$ cat src/rtl/mc_pkg.sv
package mc_pkg;
  localparam int OP_W  = 6;
  localparam int FN_W  = 6;
  localparam int ALU_W = 3;

  localparam logic [OP_W-1:0] OP_SPECIAL = 6'h00;
  localparam logic [OP_W-1:0] OP_BLTZ    = 6'h01;
  localparam logic [OP_W-1:0] OP_JUMP    = 6'h02;
  localparam logic [OP_W-1:0] OP_JLINK   = 6'h03;
  localparam logic [OP_W-1:0] OP_BEQ     = 6'h04;
  localparam logic [OP_W-1:0] OP_BNE     = 6'h05;
  localparam logic [OP_W-1:0] OP_LOAD    = 6'h23;
  localparam logic [OP_W-1:0] OP_STORE   = 6'h2B;
  localparam logic [FN_W-1:0] FN_JREG    = 6'h08;
  localparam logic [FN_W-1:0] FN_SYSC    = 6'h0C;

  localparam logic [ALU_W-1:0] ALU_ADD = 3'd0;
  localparam logic [ALU_W-1:0] ALU_SUB = 3'd1;

  typedef enum logic [3:0] {
    S_FETCH  = 4'd0,
    S_DECODE = 4'd1,
    S_MEMADR = 4'd2,
    S_MEMRD  = 4'd3,
    S_LOADWB = 4'd4,
    S_JUMPBR = 4'd5,
    S_MEMWR  = 4'd6,
    S_ALUEX  = 4'd7,
    S_ALUWB  = 4'd8
  } state_t;

  typedef enum logic [3:0] {
    K_ILLEGAL, K_ALUREG, K_ALUIMM, K_LOAD, K_STORE, K_JUMP,
    K_JLINK, K_JREG, K_SYSC, K_BEQ, K_BNE, K_BLTZ
  } kind_t;

  typedef struct packed {
    kind_t            kind;
    logic [ALU_W-1:0] aluOp;
  } decoded_t;

  typedef struct packed {
    logic [1:0]       pcSrc;
    logic             pcWrite;
    logic             jumpSel;
    logic             instDataSel;
    logic             memRead;
    logic             memWrite;
    logic             irWrite;
    logic [1:0]       regDst;
    logic             regInSel;
    logic             regWrite;
    logic             aluSrcX;
    logic [1:0]       aluSrcY;
    logic [ALU_W-1:0] aluFunc;
  } strobes_t;
endpackage

$ cat src/rtl/mc_decode.sv
module mc_decode
  import mc_pkg::*;
(
  input  logic [OP_W-1:0] opcode,
  input  logic [FN_W-1:0] funct,
  output decoded_t        dec
);
  localparam int FN_HI = FN_W - 1;
  localparam int OP_HI = OP_W - 1;

  always_comb begin
    dec.kind  = K_ILLEGAL;
    dec.aluOp = ALU_ADD;
    case (opcode)
      OP_SPECIAL: begin
        if (funct == FN_JREG) dec.kind = K_JREG;
        else if (funct == FN_SYSC) dec.kind = K_SYSC;
        else if (funct[FN_HI -: 3] == 3'b100) begin
          dec.kind  = K_ALUREG;
          dec.aluOp = funct[ALU_W-1:0];
        end
      end
      OP_BLTZ:  dec.kind = K_BLTZ;
      OP_JUMP:  dec.kind = K_JUMP;
      OP_JLINK: dec.kind = K_JLINK;
      OP_BEQ:   dec.kind = K_BEQ;
      OP_BNE:   dec.kind = K_BNE;
      OP_LOAD:  dec.kind = K_LOAD;
      OP_STORE: dec.kind = K_STORE;
      default: begin
        if (opcode[OP_HI -: 3] == 3'b001) begin
          dec.kind  = K_ALUIMM;
          dec.aluOp = opcode[ALU_W-1:0];
        end
      end
    endcase
  end
endmodule

$ cat src/rtl/mc_sequencer.sv
module mc_sequencer
  import mc_pkg::*;
(
  input  logic   clk,
  input  logic   rst,
  input  kind_t  kind,
  output state_t state
);
  state_t nextState;

  always_comb begin
    nextState = S_FETCH;
    case (state)
      S_FETCH:  nextState = S_DECODE;
      S_DECODE: begin
        case (kind)
          K_ALUREG, K_ALUIMM: nextState = S_ALUEX;
          K_LOAD, K_STORE:    nextState = S_MEMADR;
          K_JUMP, K_JLINK, K_JREG, K_SYSC,
          K_BEQ, K_BNE, K_BLTZ: nextState = S_JUMPBR;
          default:            nextState = S_FETCH;
        endcase
      end
      S_MEMADR: begin
        if (kind == K_STORE)     nextState = S_MEMWR;
        else if (kind == K_LOAD) nextState = S_MEMRD;
        else                     nextState = S_FETCH;
      end
      S_MEMRD:  nextState = S_LOADWB;
      S_LOADWB: nextState = S_FETCH;
      S_MEMWR:  nextState = S_FETCH;
      S_ALUEX:  nextState = S_ALUWB;
      S_ALUWB:  nextState = S_FETCH;
      S_JUMPBR: nextState = S_FETCH;
      default:  nextState = S_FETCH;
    endcase
  end

  always_ff @(posedge clk or posedge rst) begin
    if (rst) state <= S_FETCH;
    else     state <= nextState;
  end


  resetFetch_chk: assert property (@(posedge clk) disable iff (rst)
    $past(rst) |-> (state == S_FETCH));
endmodule

$ cat src/rtl/mc_strobes.sv
module mc_strobes
  import mc_pkg::*;
(
  input  logic     clk,
  input  logic     rst,
  input  state_t   state,
  input  decoded_t dec,
  input  logic     aluZero,
  input  logic     aluSign,
  output strobes_t s
);
  always_comb begin
    s = '0;
    case (state)
      S_FETCH: begin
        s.memRead = 1'b1;
        s.irWrite = 1'b1;
        s.aluFunc = ALU_ADD;
        s.pcSrc   = 2'd3;
        s.pcWrite = 1'b1;
      end
      S_DECODE: begin
        s.aluSrcY = 2'd3;
        s.aluFunc = ALU_ADD;
      end
      S_MEMADR: begin
        s.aluSrcX = 1'b1;
        s.aluSrcY = 2'd2;
        s.aluFunc = ALU_ADD;
      end
      S_MEMRD: begin
        s.instDataSel = 1'b1;
        s.memRead     = 1'b1;
      end
      S_LOADWB: begin
        s.regDst   = 2'd0;
        s.regInSel = 1'b0;
        s.regWrite = 1'b1;
      end
      S_MEMWR: begin
        s.instDataSel = 1'b1;
        s.memWrite    = 1'b1;
      end
      S_ALUEX: begin
        s.aluSrcX = 1'b1;
        s.aluSrcY = (dec.kind == K_ALUREG) ? 2'd1 : 2'd2;
        s.aluFunc = dec.aluOp;
      end
      S_ALUWB: begin
        s.regDst   = (dec.kind == K_ALUREG) ? 2'd1 : 2'd0;
        s.regInSel = 1'b1;
        s.regWrite = 1'b1;
      end
      S_JUMPBR: begin
        case (dec.kind)
          K_JUMP: begin
            s.jumpSel = 1'b0;
            s.pcSrc   = 2'd0;
            s.pcWrite = 1'b1;
          end
          K_JLINK: begin
            s.jumpSel  = 1'b0;
            s.pcSrc    = 2'd0;
            s.pcWrite  = 1'b1;
            s.regDst   = 2'd2;
            s.regInSel = 1'b1;
            s.regWrite = 1'b1;
          end
          K_JREG: begin
            s.pcSrc   = 2'd1;
            s.pcWrite = 1'b1;
          end
          K_SYSC: begin
            s.jumpSel = 1'b1;
            s.pcSrc   = 2'd0;
            s.pcWrite = 1'b1;
          end
          K_BEQ, K_BNE, K_BLTZ: begin
            s.pcSrc   = 2'd2;
            s.aluSrcX = 1'b1;
            s.aluSrcY = 2'd1;
            s.aluFunc = ALU_SUB;
            case (dec.kind)
              K_BEQ:   s.pcWrite = aluZero;
              K_BNE:   s.pcWrite = ~aluZero;
              default: s.pcWrite = aluSign;
            endcase
          end
          default: s = '0;
        endcase
      end
      default: s = '0;
    endcase
  end


  memExclusive_chk: assert property (@(posedge clk) disable iff (rst)
    !(s.memRead && s.memWrite));


  decodeAfterFetch_chk: assert property (@(posedge clk) disable iff (rst)
    s.irWrite |=> (s.aluSrcY == 2'd3 && !s.pcWrite && !s.irWrite));


  storeEnds_chk: assert property (@(posedge clk) disable iff (rst)
    s.memWrite |=> s.irWrite);


  loadWbEnds_chk: assert property (@(posedge clk) disable iff (rst)
    (s.regWrite && !s.regInSel) |=> s.irWrite);
endmodule

$ cat src/rtl/mc_control.sv
module mc_control
  import mc_pkg::*;
(
  input  logic             clk,
  input  logic             rst,
  input  logic [OP_W-1:0]  opcode,
  input  logic [FN_W-1:0]  funct,
  input  logic             aluZero,
  input  logic             aluSign,
  output logic [1:0]       pcSrc,
  output logic             pcWrite,
  output logic             jumpSel,
  output logic             instDataSel,
  output logic             memRead,
  output logic             memWrite,
  output logic             irWrite,
  output logic [1:0]       regDst,
  output logic             regInSel,
  output logic             regWrite,
  output logic             aluSrcX,
  output logic [1:0]       aluSrcY,
  output logic [ALU_W-1:0] aluFunc
);
  decoded_t dec;
  state_t   state;
  strobes_t strb;

  mc_decode u_decode (
    .opcode (opcode),
    .funct  (funct),
    .dec    (dec)
  );

  mc_sequencer u_seq (
    .clk   (clk),
    .rst   (rst),
    .kind  (dec.kind),
    .state (state)
  );

  mc_strobes u_strobes (
    .clk     (clk),
    .rst     (rst),
    .state   (state),
    .dec     (dec),
    .aluZero (aluZero),
    .aluSign (aluSign),
    .s       (strb)
  );

  assign pcSrc       = strb.pcSrc;
  assign pcWrite     = strb.pcWrite;
  assign jumpSel     = strb.jumpSel;
  assign instDataSel = strb.instDataSel;
  assign memRead     = strb.memRead;
  assign memWrite    = strb.memWrite;
  assign irWrite     = strb.irWrite;
  assign regDst      = strb.regDst;
  assign regInSel    = strb.regInSel;
  assign regWrite    = strb.regWrite;
  assign aluSrcX     = strb.aluSrcX;
  assign aluSrcY     = strb.aluSrcY;
  assign aluFunc     = strb.aluFunc;
endmodule

$ cat config.mk
export PLATFORM = sky130hd
export DESIGN_NAME = mc_control
export DESIGN_NICKNAME = d
export VERILOG_FILES = /design/src/rtl/mc_pkg.sv /design/src/rtl/mc_decode.sv /design/src/rtl/mc_sequencer.sv /design/src/rtl/mc_strobes.sv /design/src/rtl/mc_control.sv
export SDC_FILE = /design/constraint.sdc
export NUM_CORES = 1
export LEC_CHECK = 0
export BUFFER_PORTS_ARGS = -buffer_cell sky130_fd_sc_hd__buf_2
export CAP_MARGIN = 20
export CORE_MARGIN = 5
export CORE_UTILIZATION = 40
export DETAILED_ROUTE_END_ITERATION = 8
export PLACE_DENSITY = 0.69
export SLEW_MARGIN = 10
export SYNTH_ARGS = -nofsm -noshare
export SYNTH_HDL_FRONTEND = slang
export SYNTH_SLANG_ARGS = --single-unit
$ cat constraint.sdc
create_clock -name clk -period 7.45 [get_ports clk]
set_clock_uncertainty 0.2 [all_clocks]
set_input_delay 1.1175 -clock clk [delete_from_list [all_inputs] [get_ports clk]]
set_output_delay 1.1175 -clock clk [all_outputs]
set_load 0.02 [all_outputs]
Word level (Yosys, flattened, before mapping)
Memory sizes are Yosys's and may differ from the RTL's.
Index checks and enable logic that the tools add are counted.

cells by class
  reduce and logical (&&, ||, !) cells = 8
  eq/ne operators = 29
  multiplexer cells = 28
  bitwise gates (word level) = 1

operators with widths
  kind                  count
  $eq A4 B3 Y1 const B  8
  $pmux W4 S8           1
  $eq A4 B4 Y1 const B  5
  $mux W4               5
  $pmux W4 S5           1
  $pmux W3 S2           3
  $eq A4 B2 Y1 const B  3
  $eq A6 B2 Y1 const B  2
  $eq A6 B3 Y1 const B  2
  $eq A6 B4 Y1 const B  2
  $eq A6 B6 Y1 const B  2
  $pmux W4 S3           1
  $pmux W3 S3           1
  $eq A4 B1 Y1 const B  2
  $pmux W2 S4           1
  $mux W1               7
  $reduce_or A7 Y1      1
  $eq A6 B1 Y1 const B  1
  $logic_not A6 Y1      1
  $mux W3               2
  $mux W6               1
  $reduce_or A2 Y1      3
  $reduce_or A3 Y1      2
  $mux W5               1
  6 further kinds       8

storage, ports and cells
  output and inout bits = 18
  bits in read-only memories = 48
  memories = 1
  word-level logic and storage cells = 68
  input port bits = 16
  register bits = 4

memory list
  name              depth  width  rd ports  clocked after memory_dff  write ports  line                text
  (name not given)  16     3      1         0                         0            mc_sequencer.sv:16  case (kind)

Depth between registers and ports, before layout
Gate-level depths: netlist of the first run.

  depth in word-level cells = 9
  gate-level depth with buffers = 11
  mapped depth without buffers = 10

Modules after synthesis
From an unflattened synthesis of the first run, not the netlist that was laid out.

second synthesis, totals
  cell total of the unflattened synthesis = 120
  area total of the unflattened synthesis = 885.8 µm²

modules (own cells, without submodules)
  module        area an instance (µm²)  cells each  instances  sequential area each (µm²)
  mc_strobes    374.1                   54          1          0.0
  mc_sequencer  270.3                   29          1          100.1
  mc_decode     241.5                   37          1          0.0

Worst setup path before layout of the first run
OpenSTA, ideal clock, no wires.

  kind = input-to-output
  start point = input port opcode[1]
  end point = output port aluFunc[0]
  path buffers = 1
  cell stages on the path = 8
  path slack = 3.244 ns
  data arrival time = 2.888 ns
  data required time = 6.133 ns
  cell sequence = buf_6 nor4_4 nand2_2 nor3_1 nor2_1 ha_1 o31ai_1 o21ai_0

on the way
  word-level cells in the longest chain between the ends = 6
  elaborated cells between the ends (all ways) = 17
  classes of those cells = 10 x eq/ne; 4 x mux; 3 x reduce/logical

RTL lines
  element                                     line              text
  start, declared                             mc_control.sv:6   input logic [OP_W-1:0] opcode,
  $eq A6 B6 Y1, or another cell as far along  mc_decode.sv:14   case (opcode)
  $pmux W4 S8                                 mc_decode.sv:14
  $eq A4 B4 Y1                                mc_strobes.sv:55  case (dec.kind)
  $reduce_or A3 Y1                            mc_strobes.sv:55
  $mux W6                                     mc_strobes.sv:55
  $pmux W3 S2 *                               mc_strobes.sv:14  case (state)
  end, declared                               mc_control.sv:22  output logic [ALU_W-1:0] aluFunc

Mark *: on every way between the ends. The rest lies on a longest branch, timed or not.

Final worst setup path of the first run
  start point = input port funct[5]
  end point = output port aluSrcY[0]

on the way
  word-level cells in the longest chain between the ends = 9
  elaborated cells between the ends (all ways) = 15
  classes of those cells = 7 x eq/ne; 7 x mux; 1 x reduce/logical

RTL lines
  element           line              text
  start, declared   mc_control.sv:7   input logic [FN_W-1:0] funct,
  $eq A3 B3 Y1      mc_decode.sv:18   else if (funct[FN_HI -: 3] == 3'b100) begin
  $mux W4           mc_decode.sv:18
  $mux W4           mc_decode.sv:17   else if (funct == FN_SYSC) dec.kind = K_SYSC;
  $mux W4 *         mc_decode.sv:16   if (funct == FN_JREG) dec.kind = K_JREG;
  $pmux W4 S8 *     mc_decode.sv:14
  $eq A4 B4 Y1      mc_strobes.sv:55
  $reduce_or A3 Y1  mc_strobes.sv:55
  $mux W6           mc_strobes.sv:55
  $pmux W2 S4 *     mc_strobes.sv:14
  end, declared     mc_control.sv:21  output logic [1:0] aluSrcY,

Marked as above.

==> results of run 1 <==
## worst paths after layout
check,from,end,slack [ns],cells after the start
worst max-delay path,funct[5],aluSrcY[0],2.82,10
worst min-delay path,u_seq.state[3],u_seq.state[1],0.44,1
worst max register to register,u_seq.state[1],u_seq.state[2],5.63,4
worst min register to register,u_seq.state[3],u_seq.state[1],0.44,1
max in group asynchronous,rst,u_seq.state[0],6.35,2
min in group asynchronous,rst,u_seq.state[1],0.55,2
## layer usage
| layer | vias to the layer above | global-route usage, % | wire length (um) | share of wire [%] |
|---|---|---|---|---|
| met5 | - | 0 | 0 | 0 |
| met4 | 0 | 4.45 | 0 | 0 |
| met3 | 0 | 2.41 | 110 | 5.0 |
| met1 | 428 | 19.5 | 977 | 45 |
| met2 | 26 | 29.1 | 1090 | 50 |
| li1 | 473 | - | - | - |
## cell usage in the layout, fill, tap and decap left out, types with 2 or more instances in the layout
cell,synthesis,routed
buf_2,2,33
nor4_4,2,2
nand2_1,11,11
nor2_1,16,16
nor3b_1,3,3
ha_1,5,5
a32oi_1,2,2
clkbuf_4,0,3
o21ai_0,4,4
a221o_1,2,2
dfrtp_1,4,4
and3_1,2,2
nor2b_1,2,2
o31ai_1,2,2
nand2b_1,7,7
nand3_1,5,5
nor3_1,5,5
a21oi_1,6,6
xnor2_1,2,2
inv_1,4,4
a22oi_1,2,2
## critical path: stages
cell      delay (ns)
buf_2           0.13
nor4_4          0.31
nand2_1         0.20
nor2_1          0.12
a21oi_1         0.06
o32a_1          0.22
ha_1            0.29
o31ai_1         0.49
o211ai_1        0.18
buf_2           0.19
## kinds of logic (layout without fill, tap and decap cells)
family,Yosys count,in the layout
AO/OA/AOI/OAI,31,31
flip-flops,4,4
adder cells (fa/ha/maj),5,5
XOR/XNOR,2,2
multiplexers,1,1
buffers and inverters,11,41
AND/OR/NAND/NOR,58,58
## layout make-up
cell class | instances | area share (%)
Sequential cell | 4 | 10.0
Tap cell | 27 | 3.38
Clock buffer | 3 | 2.25
Inverter | 5 | 1.88
Timing Repair Buffer | 33 | 16.5
Multi-Input combinational cell | 97 | 66.0
## metrics by stage
stage	instances	hold slack, ns	power (uW)	setup slack [ns]
after floorplan	112	0.472	155	3.24
after global placement	166	0.424	201	2.89
final	169	0.443	228	2.82
after CTS	169	0.438	230	2.82
after detailed placement	166	0.426	202	2.83
after global routing	169	0.483	250	2.58
## power by group through the flow
stage                     clock (uW)  sequential (uW)  combinational, uW
after floorplan                    0             29.2                125
after global placement             0             43.5                158
after detailed placement           0             43.8                158
after CTS                       28.0             43.5                159
after global routing            30.5             45.7                173
final                           26.9             43.4                158
==> impl_metrics.toml, run 1 <==
[floorplanning]
dieWidth_um = 55.1
core_area_mm2 = 0.00194
io_pins = 34
die_h_um = 55.1
die-area_mm2 = 0.00303
fp-row-count = 16
initial_utilization_pct = 41.8

[cts]
htreeDepth = 1
cts_inserted_buffers = 3
cts_resized = 0
clk_latency_ns = 0.24
clk_pin_slew_ns = 0.04
cts_tree = "built"
post_cts_buffers = 0
postCtsHoldBufs = 0
root_buffer = "clkbuf_4"
cts_buffer_depth = 2
clock-sinks = 4

[detailed_routing]
drt_iter0_markers = 35
viasPerCell = 5.49
wirelength_mm = 2.18
vias = 927
wl_per_cell_um = 12.9
drc = 0
ant_nets = 0
drt-pass1-iter-count = 4

[yosys]
synth_top_family_by_area = "simple AND/OR/NAND/NOR gates"
yosysMostFrequentCell = "nor2_1"
synth_edf_count = 0
synthAdderAreaFrac_pct = 7.70
synth_compound_area_share_pct = 30.5
synthXorXnorAreaFrac_pct = 2.16
synth.yosys.seq_area_share_pct = 12.3
synth_cells = 112
netlist_top_cells_area = "dfrtp_1 12%, ha_1 7.7%, nor2_1 7.4%"
yosys.area.top_type = "dfrtp_1"
synth_area_um2 = 812
ys_seq_elements = 4
synth_commonest_cells = "16 x nor2_1, 11 x nand2_1, 7 x nand2b_1, 6 x a21oi_1"
synth_nets = 133
synthArstFlopShare_pct = 100
synth_mux_area_share_pct = 1.23
synth-simple-area-share_pct = 39.8
synthDistinctLibCells = 42
synth_warnings = 0
synth-main-ff-cell = "dfrtp_1"
synth.avg_cell_area_um2 = 7.25
yosys.area.top_type_share_pct = 12.3

[sta]
setup-violations-final = 0
maxSlewHeadroom_pct = 62.8
fmax_mhz = 216
slew_violations = 0
rsz0062_at_grt = "no"
setup_tns_ns = 0
hold_viol_final = 0
period_share_pct = 62.1
fin_crit_ns = 4.63
worst_slew_pin_slew_ns = 0.553

[final_layout]
fillCellCount = 209
layout.nets = 165
regArea_um2 = 100
antenna_cells = 0
multi_input_area_um2 = 661
reg_top3 = "u_seq.state: 4 flops"
drive_above_1_share_pct = 31.7
top_register = "u_seq.state"
final_util_pct = 51.5
area_growth_pct = 23.3
final_cell_area_mm2 = 0.00100
largest_register_ffs = 4

[global_route]
grt_overflow_total = 0
antenna_found_initial = 0
grt_pass1_wl_mm = 3.64
grt_pass1_vias = 885
grt_usage_pct = 16.1
grt_max_degree = 12

[power]
static-leakage-power_uw = 0.000466
p_seq_share_pct = 19.0
p_clk_share_pct = 11.8
power_density_mw_per_mm2 = 228
switchingPower_uw = 126
intPower_uw = 102
vdd_drop_max_mv = 0.115
combinationalPowerShare_pct = 69.2
swShare_pct = 55.3

[placement]
post_dp_cell_area_um2 = 978
port_buffers = 33
hpwl_mm = 1.81
gp_congestion = 0.875

[worst_setup_path]
crit_required_ns = 6.13
start_kind = "input port"
cp_max_fo = 6
path_class = "in -> out"
endpoint_kind = "output port"
cp.arrival_ns = 3.31

[outcome]
run_status = "finished clean"

[worst_hold_path]
min_path_type = "reg -> reg"

[job]
drv_cap = 0
Power figures use the tool's default switching activity.
==> inputs of run 2 (changes only) <==
Settings changed: PLACE_DENSITY 0.69 to 0.71.
Clock period 7.45 ns to 3.8 ns, I/O delays scaled along.
==> run 2 against run 1 <==
Final area grew 1.0%. Worst hold slack worse by 0.0084 ns. Highest routed layer is now met4. Sequential power is 98% higher. Count of clock-buffer cells in the layout did not move. Combinational power increased by 96%. Clock power rose by 100%. First-iteration DRC count shrank 46%. Critical path depth did not move.
==> impl_metrics.toml, run 2 (synthesis results as in run 1) <==
[cts]
cts_tree = "built"
htreeDepth = 1
cts_resized = 0
root_buffer = "clkbuf_4"
clock-sinks = 4
post_cts_buffers = 0
clk_pin_slew_ns = 0.04
cts_buffer_depth = 2
cts_inserted_buffers = 3
clk_latency_ns = 0.24

[outcome]
run_status = "finished clean"

[worst_setup_path]
start_kind = "input port"
path_class = "in -> out"
slowest_stage = "o31ai_1"
cp.arrival_ns = 2.77
endpoint_kind = "output port"
crit_chain = "buf_2, nor4_4, nand2_1, nor2_1, a21oi_1, o32a_1, ha_1, o31ai_1, o21ai_0, buf_2"
critPathMostFrequentCell = "buf_2"
path_buf_inv = 2
cpLargestDelayFamily = "compound AO/OA/AOI/OAI gates"
crit_required_ns = 3.03
cp_max_fo = 6
cp_slowest_stage_delay_ns = 0.48

[power]
p_seq_share_pct = 19.1
vdd_drop_max_mv = 0.234
switchingPower_uw = 250
power_density_mw_per_mm2 = 446
swShare_pct = 55.4
p_clk_share_pct = 12.2
static-leakage-power_uw = 0.000470
intPower_uw = 201
combinationalPowerShare_pct = 68.7

[floorplanning]
dieWidth_um = 55.1
die_h_um = 55.1
core_area_mm2 = 0.00194
io_pins = 34
initial_utilization_pct = 41.8
die-area_mm2 = 0.00303
fp-row-count = 16

[detailed_routing]
ant_nets = 0
wirelength_mm = 2.26
wl_per_cell_um = 13.3
vias = 938
drt_iter0_markers = 19
drt-pass1-iter-count = 4
viasPerCell = 5.52
drc = 0

[sta]
period_share_pct = 93.1
hold_viol_final = 0
fmax_mhz = 283
slew_violations = 0
rsz0062_at_grt = "no"
setup-violations-final = 0
maxSlewHeadroom_pct = 64.4
fin_crit_ns = 3.54
setup_tns_ns = 0
worst_slew_pin_slew_ns = 0.529

[job]
drv_cap = 0

[placement]
gp_congestion = 0.886
hpwl_mm = 1.78
port_buffers = 33
place_inst = 166

[worst_hold_path]
min_path_type = "reg -> reg"

[final_layout]
antenna_cells = 0
final_common_cell = "buf_2"
final_cells = 170
drive_above_1_share_pct = 31.5
fillCellCount = 210
area_growth_pct = 24.5
largest_register_ffs = 4
layout.nets = 166
reg_top3 = "u_seq.state: 4 flops"
top_register = "u_seq.state"
final_cell_mix = "33 x buf_2, 16 x nor2_1, 11 x nand2_1"

[global_route]
antenna_found_initial = 0
grt_max_degree = 12
grt_pass1_vias = 881
grt_overflow_total = 0
grt_pass1_wl_mm = 3.68
grt_usage_pct = 16.3
[run 2: changes by cell type in the layout (fill, tap and decap cells not counted)]
cell           previous run  this run
dlygate4sd3_1             0         1
[run 2: metal layers]
| layer | global-route usage, % | routed length (um) |
|---|---|---|
| met1 | 18.6 | 956 |
| met2 | 30.9 | 1220 |
| met3 | 1.61 | 67 |
| met4 | 6.07 | 17 |
| met5 | 0 | 0 |
[run 2: worst paths after layout]
path	start	to	slack, ns	depth (start not counted)
hold reg to reg	u_seq.state[3]	u_seq.state[1]	0.44	1
setup / recovery	funct[5]	aluFunc[0]	0.26	10
hold / removal	u_seq.state[3]	u_seq.state[1]	0.44	1
setup reg to reg	u_seq.state[1]	u_seq.state[2]	1.99	4
min in group asynchronous	rst	u_seq.state[1]	0.55	3
max in group asynchronous	rst	u_seq.state[2]	2.71	3
[run 2: timing repair]
item / CTS / global route
hold buffers: 1 / 0
setup endpoints to repair: 0 / 0
hold endpoints to repair: 2 / 0
[run 2: cell type report]
class	count	area [um2]	area share, %
flip-flops and latches	4	100	9.90
well taps	27	33.8	3.34
multi-input cells	97	661	65.3
inverters	5	18.8	1.86
clock buffers	3	22.5	2.23
repair buffers	34	175	17.3
[run 2: power by group through the flow]
stage                     clock network [uW]  registers, uW  logic, uW
after CTS                               55.8           85.6        310
after detailed placement                   0           86.4        308
after floorplan                            0           57.3        246
final                                   55.1           86.1        309
after global placement                     0           85.9        307
after global routing                    59.4           89.3        341
[run 2: metrics by stage]
step	hold slack (ns)	worst slack [ns]	util, %	total power (uW)	instance area [um2]
6_report	0.435	0.261	52.1	451	1010
4_1_cts	0.424	0.263	52.1	451	1010
3_5_place_dp	0.252	0.286	50.4	394	978
3_3_place_gp	0.246	0.323	50.4	393	978
2_1_floorplan	0.136	0.689	-	303	812
5_1_grt	0.464	0.0495	52.1	490	1010
[run 2: worst register-to-register path, delay by kind of cell (launching register included)]
family             cells  cell delay, ns
DFF                    1            0.46
AOI/OAI and AO/OA      2            0.38
and+or+nand+nor        2            0.69
==> inputs of run 3 (changes only) <==
==> constraint.sdc (replaced) <==
create_clock -name clk -period 3.8 [get_ports clk]
set_clock_uncertainty 0.2 [all_clocks]
set_input_delay 0.19 -clock clk [delete_from_list [all_inputs] [get_ports clk]]
set_output_delay 0.19 -clock clk [all_outputs]
set_load 0.02 [all_outputs]
==> run 3 against run 2 <==
Die area unchanged. Clock power decreased by 2%. Fmax rose by 31%. Critical path depth is the same. Sequential power barely moved. Via count unchanged. Final area unchanged. Non-clock buffer count unchanged. Cell count unchanged. Critical endpoint is now aluSrcY[0]. Largest cell class unchanged.
==> impl_metrics.toml, run 3 (synthesis results as in run 1) <==
[outcome]
run_status = "finished clean"

[final_layout]
final_cells = 170
largest_register_ffs = 4
final_cell_area_mm2 = 0.00101
multi_input_area_um2 = 661
drive_above_1_share_pct = 31.5
final_cell_mix = "33 x buf_2, 16 x nor2_1, 11 x nand2_1"
antenna_cells = 0
top_register = "u_seq.state"
area_growth_pct = 24.5
fillCellCount = 213
layout.nets = 166
reg_top3 = "u_seq.state: 4 flops"
final_util_pct = 52.1
regArea_um2 = 100
final_common_cell = "buf_2"

[sta]
period_share_pct = 71.3
setup-violations-final = 0
fin_crit_ns = 2.71
maxSlewHeadroom_pct = 67.3
setup_tns_ns = 0
holdWs_ns = 0.169
rsz0062_at_grt = "no"
slew_violations = 0
hold_viol_final = 0
worst_slew_pin_slew_ns = 0.486
fmax_mhz = 369

[placement]
hpwl_mm = 1.80
port_buffers = 33
place_inst = 166
post_dp_cell_area_um2 = 978
gp_congestion = 0.886

[detailed_routing]
ant_nets = 0
drt-pass1-iter-count = 4
wl_per_cell_um = 13.2
wirelength_mm = 2.24
vias = 938
viasPerCell = 5.52
drc = 0
drt_iter0_markers = 30

[cts]
cts_inserted_buffers = 3
clock-sinks = 4
root_buffer = "clkbuf_4"
clk_pin_slew_ns = 0.04
clk_latency_ns = 0.24
cts_tree = "built"
htreeDepth = 1
cts_buffer_depth = 2

[global_route]
grt_max_degree = 12
grt_pass1_vias = 878
antenna_found_initial = 0
grt_pass1_wl_mm = 3.73
grt_usage_pct = 16.7
grt_overflow_total = 0

[worst_setup_path]
endpoint_kind = "output port"
reg2reg_depth = 4
path_class = "in -> out"
start_kind = "input port"
crit_chain = "buf_2, nor4_4, nand2_1, nor2_1, a21oi_1, o32a_1, ha_1, o31ai_1, o211ai_1, buf_2"
critPathMostFrequentCell = "buf_2"
rr_endpoint = "u_seq.state[2]"
cp_max_fo = 6
cp.arrival_ns = 2.32
ff2ff_setup_slack_ns = 1.98
crit_required_ns = 3.41
cp_slowest_stage_delay_ns = 0.44
r2r_start = "u_seq.state[1]"
slowest_stage = "o31ai_1"

[floorplanning]
die_h_um = 55.1
io_pins = 34
fp-row-count = 16
core_area_mm2 = 0.00194
initial_utilization_pct = 41.8
dieWidth_um = 55.1
die-area_mm2 = 0.00303

[job]
drv_cap = 0

[power]
vdd_drop_max_mv = 0.238
power_density_mw_per_mm2 = 444
static-leakage-power_uw = 0.000470

[worst_hold_path]
min_path_type = "in -> async"
-- run 3: cell counts in the layout (fill, tap and decap cells not counted) --
No cell type changed its count.
-- run 3: where the power goes --
group,switching (uW),internal (uW),leakage [uW]
sequential,31.8,54.2,0.0000527
combinational,197,111,0.000404
clock,18.8,35.4,0.0000138
-- run 3: worst max path at each step --
stage	start	endpoint	slack [ns]
2_1_floorplan	opcode[1]	aluFunc[0]	1.45
3_3_place_gp	funct[5]	aluFunc[0]	1.08
3_5_place_dp	funct[5]	aluFunc[0]	1.07
4_1_cts	funct[5]	aluFunc[0]	1.07
5_1_grt	funct[5]	aluSrcY[0]	0.82
6_report	funct[5]	aluSrcY[0]	1.09
-- run 3: per-stage QoR --
| stage | setup WS (ns) | power [uW] |
|---|---|---|
| after floorplan | 1.45 | 303 |
| after global placement | 1.08 | 393 |
| after detailed placement | 1.07 | 393 |
| after CTS | 1.07 | 450 |
| after global routing | 0.822 | 490 |
| final | 1.09 | 449 |
-- run 3: layout make-up --
type	instances	area share (%)
tap	27	3.34
multi-input combinational	97	65.3
sequential	4	9.90
timing repair buffer	34	17.3
clock buffer	3	2.23
inverter	5	1.86
-- run 3: per-layer routing --
metal | global-route usage, % | wire length, um
met4 | 7.29 | 34
met1 | 19.4 | 900
met3 | 1.61 | 114
met5 | 0 | 0
met2 | 30.7 | 1190
-- run 3: timing repair --
action,in CTS,in global routing
gates resized for setup,0,0
setup endpoints to repair,0,0
setup buffers,0,0
endpoints found under the hold margin,4,0
hold buffers,1,0
-- run 3: critical path, delay by kind of cell --
family          cells  cell delay (ns)
compound gates      4             0.89
fa+ha+maj           1             0.28
simple gates        3             0.62
buf+inv             2             0.32
